===== src/rtl/bcd_add_pkg.sv =====
package bcd_add_pkg;

  typedef logic [3:0] digit_t;
  typedef logic [4:0] raw_t;

  localparam digit_t DEC_FIX = 4'b0110;

  // 5-bit binary sum of two digits and a carry
  function automatic raw_t digit_bin_sum(digit_t a, digit_t b, logic c);
    return raw_t'({1'b0, a}) + raw_t'({1'b0, b}) + raw_t'(c);
  endfunction

  // decimal carry from raw bits {K,Z8,Z4,Z2,Z1}
  function automatic logic dec_carry(raw_t z);
    return z[4] | (z[3] & z[2]) | (z[3] & z[1]);
  endfunction

  // corrected digit; overflow past 4 bits is dropped
  function automatic digit_t dec_fix(raw_t z, logic c);
    return c ? (z[3:0] + DEC_FIX) : z[3:0];
  endfunction

endpackage


===== src/rtl/bcd_digit_slice.sv =====
module bcd_digit_slice
  import bcd_add_pkg::*;
(
  input  logic [3:0] dig_a,
  input  logic [3:0] dig_b,
  input  logic       c_in,
  output logic [3:0] dig_s,
  output logic       c_out,
  output logic [4:0] raw_o
);

  raw_t z;
  logic carry_w;

  always_comb begin
    z       = digit_bin_sum(dig_a, dig_b, c_in);
    carry_w = dec_carry(z);
  end

  assign raw_o = z;
  assign c_out = carry_w;
  assign dig_s = dec_fix(z, carry_w);

endmodule


===== src/rtl/bcd_out_stage.sv =====
module bcd_out_stage #(
  parameter int W       = 13,
  parameter bit REG_OUT = 1'b1
) (
  input  logic         clk,
  input  logic         rst_n,
  input  logic [W-1:0] d,
  output logic [W-1:0] q
);

  generate
    if (REG_OUT) begin : g_reg
      always_ff @(posedge clk or negedge rst_n) begin
        if (!rst_n) q <= '0;
        else        q <= d;
      end
    end else begin : g_comb
      assign q = d;
    end
  endgenerate

endmodule


===== src/rtl/bcd_cascade_adder.sv =====
module bcd_cascade_adder #(
  parameter int DIGITS  = 3,
  parameter bit REG_OUT = 1'b1
) (
  input  logic                  clk,
  input  logic                  rst_n,
  input  logic [4*DIGITS-1:0]   a_i,
  input  logic [4*DIGITS-1:0]   b_i,
  input  logic                  cin_i,
  output logic [4*DIGITS-1:0]   sum_o,
  output logic                  cout_o
);

  localparam int W  = 4 * DIGITS;
  localparam int RW = 5 * DIGITS;

  // named internal events for the checker
  logic [DIGITS:0] chain_c;
  logic [RW-1:0]   raw_bus;
  logic [W-1:0]    sum_comb;

  assign chain_c[0] = cin_i;

  generate
    for (genvar i = 0; i < DIGITS; i++) begin : g_slice
      bcd_digit_slice u_slice (
        .dig_a (a_i[4*i +: 4]),
        .dig_b (b_i[4*i +: 4]),
        .c_in  (chain_c[i]),
        .dig_s (sum_comb[4*i +: 4]),
        .c_out (chain_c[i+1]),
        .raw_o (raw_bus[5*i +: 5])
      );
    end
  endgenerate

  bcd_out_stage #(.W(W + 1), .REG_OUT(REG_OUT)) u_out (
    .clk   (clk),
    .rst_n (rst_n),
    .d     ({chain_c[DIGITS], sum_comb}),
    .q     ({cout_o, sum_o})
  );

endmodule


===== config.mk =====
export PLATFORM = sky130hd
export DESIGN_NAME = bcd_cascade_adder
export DESIGN_NICKNAME = d
export VERILOG_FILES = /design/src/rtl/bcd_add_pkg.sv /design/src/rtl/bcd_digit_slice.sv /design/src/rtl/bcd_out_stage.sv /design/src/rtl/bcd_cascade_adder.sv
export SDC_FILE = /design/constraint.sdc
export NUM_CORES = 1
export LEC_CHECK = 0
export ABC_AREA = 1
export BUFFER_PORTS_ARGS = -buffer_cell sky130_fd_sc_hd__buf_2
export CORE_MARGIN = 10
export CORE_UTILIZATION = 50
export CTS_CLUSTER_DIAMETER = 30
export DETAILED_ROUTE_END_ITERATION = 12
export HOLD_SLACK_MARGIN = 0.1
export PLACE_DENSITY_LB_ADDON = 0.1
export SYNTH_ARGS = -nofsm -noshare
export SYNTH_HDL_FRONTEND = slang
export SYNTH_SLANG_ARGS = --single-unit

===== constraint.sdc =====
create_clock -name clk -period 0.8 [get_ports clk]
set_input_delay 0.04 -clock clk [delete_from_list [all_inputs] [get_ports clk]]
set_output_delay 0.04 -clock clk [all_outputs]
set_load 0.02 [all_outputs]

---- Yosys cells after proc, flatten, opt, wreduce, memory -nomap -nowiden ----
Cells that the tools add are included.
storage, ports and cells
  register bits after elaboration ......... 13
  input bits .............................. 27
  output and inout bits ................... 13
operators by class
  add/subtract/negate cells ............... 9
  multiplexer cells ....................... 3
  bitwise gates (word level) .............. 12
operators by type and width
  kind                   number
  $add A4 B4 Y5          3
  $add A5 B1 Y5          3
  $add A4 B3 Y4 const B  3
  $mux W4                3
  $and A1 B1 Y1          6
  $or A1 B1 Y1           6

---- Depth between registers and ports, before layout ----
  depth in word-level cells ............... 14
  gate-level depth with buffers ........... 28

---- By module ----
From an unflattened synthesis, not the netlist that was laid out.
unflattened totals
  cell total of the unflattened synthesis .. 162
  area total of the unflattened synthesis .. 1249.9 um^2
modules (own cells, without submodules)
  module                                    times used  cells an instance  area an instance (um^2)  seq. area each (um^2)
  bcd_digit_slice (g_slice[1].u_slice ...)  2           52                 321.6                    0.0
  bcd_out_stage                             1           13                 325.3                    325.3
  bcd_digit_slice (g_slice[0].u_slice)      1           45                 281.5                    0.0

---- Worst setup path before layout ----
OpenSTA, ideal clock, no wires.
  path kind ............................... input to register
  start ................................... input port a_i[0]
  end ..................................... register u_out.q[11]
  library setup time ...................... 0.066 ns
  data arrival time ....................... 3.930 ns
  required time ........................... 0.734 ns
  setup slack ............................. -3.196 ns
  cell stages on the path ................. 26
  path buffers ............................ 0
  path through ............................ inv_1 fa_1 fa_1 inv_1 nand2_1 nand2_1 nand2_1 nand3_2 nand2_2 fa_1 inv_1 fa_1 nand2_4 nand2_4 nand2_4 fa_1 inv_1 fa_1 or2_1 nand2_2 inv_2 ha_1 nand3b_1 nand2_1 nand2_1 nand2_1
on the way
  word-level cells in the longest chain between the ends .. 14
  elaborated cells between the ends (all ways) .. 18
  classes of those cells .................. 5 x add/sub; 1 x mux; 12 x bitwise
RTL lines
  what                                                                   RTL line                text
  start, declared                                                        bcd_cascade_adder.sv:7  input logic [4*DIGITS-1:0] a_i,
  $add A4 B4 Y5 (*)                                                      bcd_add_pkg.sv:10       return raw_t'({1'b0, a}) + raw_t'({1'b0, b}) + raw_t'(c);
  $add A5 B1 Y5 (*)                                                      bcd_add_pkg.sv:10
  $and A1 B1 Y1                                                          bcd_add_pkg.sv:15       return z[4] | (z[3] & z[2]) | (z[3] & z[1]);
  $or A1 B1 Y1                                                           bcd_add_pkg.sv:15
  $or A1 B1 Y1 (*)                                                       bcd_add_pkg.sv:15
  $add A5 B1 Y5 (*)                                                      bcd_add_pkg.sv:10
  $and A1 B1 Y1                                                          bcd_add_pkg.sv:15
  $or A1 B1 Y1                                                           bcd_add_pkg.sv:15
  $or A1 B1 Y1 (*)                                                       bcd_add_pkg.sv:15
  $add A5 B1 Y5 (*)                                                      bcd_add_pkg.sv:10
  parallel branches: the longest is 3 deep, another holds $add A4 B3 Y4  --
  $mux W4 (*)                                                            bcd_add_pkg.sv:20       return c ? (z[3:0] + DEC_FIX) : z[3:0];
  named net g_slice[2].u_slice.dig_s[3]                                  bcd_digit_slice.sv:7    output logic [3:0] dig_s,
  end signal, assigned                                                   bcd_out_stage.sv:14     if (!rst_n) q <= '0;
  end signal, assigned                                                   bcd_out_stage.sv:15     else q <= d;
  end, declared                                                          bcd_out_stage.sv:8      output logic [W-1:0] q
Mark *: on every way through the listed nets, which the timed path passes.

---- Worst setup path in the final report ----
Ends and elaborated chain as after synthesis.

==> impl_metrics.ini <==
[die]
ios = 40
coreArea_um2 = 2191
dieArea_um2 = 4586
fp-row-count = 17
die_w_um = 67.72
start_util = 0.5197
dieHeight_um = 67.72

[layout]
antenna_cells = 0
nets = 289
fillerInstances = 83
drive_gt1_frac = 0.5679
top_regs = u_out.q: 13 flops
syn_to_final_growth_pct = 79.12
final_area_um2 = 2039
largest_reg_flops = 13
largest-register = u_out.q

[pwr]
swShare = 0.4056
switchingPower_mw = 1.752
p_comb_frac = 0.674
p_int_mw = 2.567
p_leak_nw = 1.150
p_seq_frac = 0.227
powerDensity_nw_per_um2 = 2118
power.share.clock = 0.100
ir_drop_mv = 2.142

[detailed_routing]
drtPass1Iterations = 4
drtIter0Drc = 103
drt-total-wl_um = 4740
detail_route.wl_per_cell_um = 17.49
ant_nets = 0
drc = 0
num_vias = 1402
vias_per_cell = 5.173

[cts]
cts_tree = yes
cts_root_buf = clkbuf_4
clk_pin_slew_ps = 80
cts.htree.levels = 1
cts_buffer_depth = 2
cts_sinks = 13
numCtsBuffers = 3
cts.hold.buffers_added = 1

[global_routing]
grt_pass1_wl_um = 6520
track_usage = 0.1844
grt_max_degree = 14
grt_pass1_vias = 1478
antenna_found_initial = 0
grt.overflow.total = 0

[yosys]
synth_top_area_frac = 0.2857
synth_nets = 190
synth_top_cell_by_area = dfrtp_1
ys_ff_latch = 13
synth_top_family_by_area = simple AND/OR/NAND/NOR gates
muxShareOfSynthArea = 0
synthesis.area_um2 = 1139
yosys.area_share.adder = 0.2374
yosys.area_share.xor_xnor = 0
seq_area_frac_synth = 0.2857
synth-simple-area-share = 0.3473
synthCells = 145
ys.warnings.count = 0
synth_area_leaders = dfrtp_1 29%, nand2_1 15%, ha_1 13%
synth_compound_area_frac = 0.03736
syn_avg_cell_area_um2 = 7.852
synth_cell_types = 17

[placed_design]
port_buffers = 39
dpl.hpwl_um = 2456
gp_congestion = 0.7953
postPlaceCellArea_um2 = 1584

[sta]
worst_pin_slew_ps = 295.3
drv_slew = 0
grt_setup_unrepaired = true
setup_tns_ps = -28430
setup_viol = 25
hold_viol_final = 0
fin_crit_ps = 3706
maxSlewHeadroom = 0.8032
setup_ws_ps = -2906
post-route-period-util = 4.633
fmax_ghz = 0.2698

[worst_setup_path]
start_kind = primary input
worstPathArrival_ps = 3930
path_max_fanout = 3
crit_path_end_kind = flop
max_stage_delay_ps = 460
worstSetupPathType = primary input to flop
cpMostUsedCell = fa_2
crit_slowest_cell = fa_2
cp.required_ps = 1020

[worst_hold_path]
hold_class = primary input to flop

[outcome]
status = finished, violations left
violations = negative setup slack

[job]
max-cap-violations = 0
## per-layer routing
metal	GRT usage	vias to the layer above	part of all wire
met5	0	-	0
met4	0.09487	0	0.052
met3	0.04298	24	0.059
met2	0.3498	66	0.53
met1	0.1805	664	0.36
li1	-	648	-
## cell usage after synthesis
cell	count
ha_1	12
dfrtp_1	13
o21ai_0	1
nor2_1	2
nand2_4	4
or2_1	1
inv_1	26
fa_1	6
nand2_1	44
a21oi_1	4
inv_2	2
nand3b_1	7
nand3_2	1
nand2_2	4
a21oi_2	2
or2_4	1
nand3_1	15
## final cells by class
cell class,instances,area (um^2),share of cell area
clock buffers,4,26.28,0.01288
well taps,28,35.03,0.01718
multi-input cells,104,803.3,0.3939
flip-flops and latches,13,325.3,0.1595
inverters,28,112.6,0.05521
repair buffers,94,737.0,0.3613
## power groups by stage
stage          registers (mW)  clock network, mW  logic [mW]
5_1_grt                 0.989              0.473        3.09
3_3_place_gp            0.931                  0        1.82
4_1_cts                 0.972              0.406        2.58
6_report                0.978              0.430        2.91
2_1_floorplan            1.21                  0       0.856
3_5_place_dp            0.931                  0        1.89
## metrics by stage
stage / power (mW) / hold slack [ps] / setup WS (ps) / util / std cells
CTS: 3.957 / 70.09 / -2721 / 0.8949 / 265
floorplan: 2.069 / -255.6 / -3002 / - / 145
finish: 4.319 / 56.34 / -2906 / 0.9309 / 271
global placement: 2.750 / -73.55 / -3129 / 0.7230 / 235
detailed placement: 2.823 / -73.02 / -3207 / 0.7230 / 235
global route: 4.554 / 49.96 / -3097 / 0.9309 / 271
## layout by cell type (no fill, tap or decap), drive strengths merged
cell type	count
o21ai	1
clkbuf	4
buf	93
or2	2
nand2	52
ha	12
nand3	16
inv	28
dlygate4sd3	1
dfrtp	13
nor2	2
fa	6
a21oi	6
nand3b	7
## kinds of logic after synthesis
logic type | after synthesis
buffers and inverters | 28
AND/OR/NAND/NOR | 79
flip-flops | 13
AO/OA/AOI/OAI | 7
adder cells (fa/ha/maj) | 18
## worst paths after layout
| path | startpoint | to | slack [ps] | depth (start not counted) |
|---|---|---|---|---|
| worst max-delay path | a_i[0] | u_out.q[11] | -2910 | 27 |
| worst min-delay path | b_i[8] | u_out.q[8] | 60 | 2 |
| max in group asynchronous | rst_n | u_out.q[9] | 410 | 2 |
| min in group asynchronous | rst_n | u_out.q[4] | 160 | 2 |
## worst max-delay path: cells and delay by family
| family | cells | cell delay (ps) |
|---|---|---|
| fa+ha+maj | 7 | 2310 |
| buf+inv | 6 | 330 |
| simple gates | 14 | 1230 |
## what timing repair did
action / in CTS / in global routing
resized for setup: 46 / 11
endpoints found under the hold margin: 15 / 2
setup endpoints to repair: 25 / 25
pin swaps: 21 / 3
setup buffers: 26 / 6
Power figures use the tool's default switching activity.
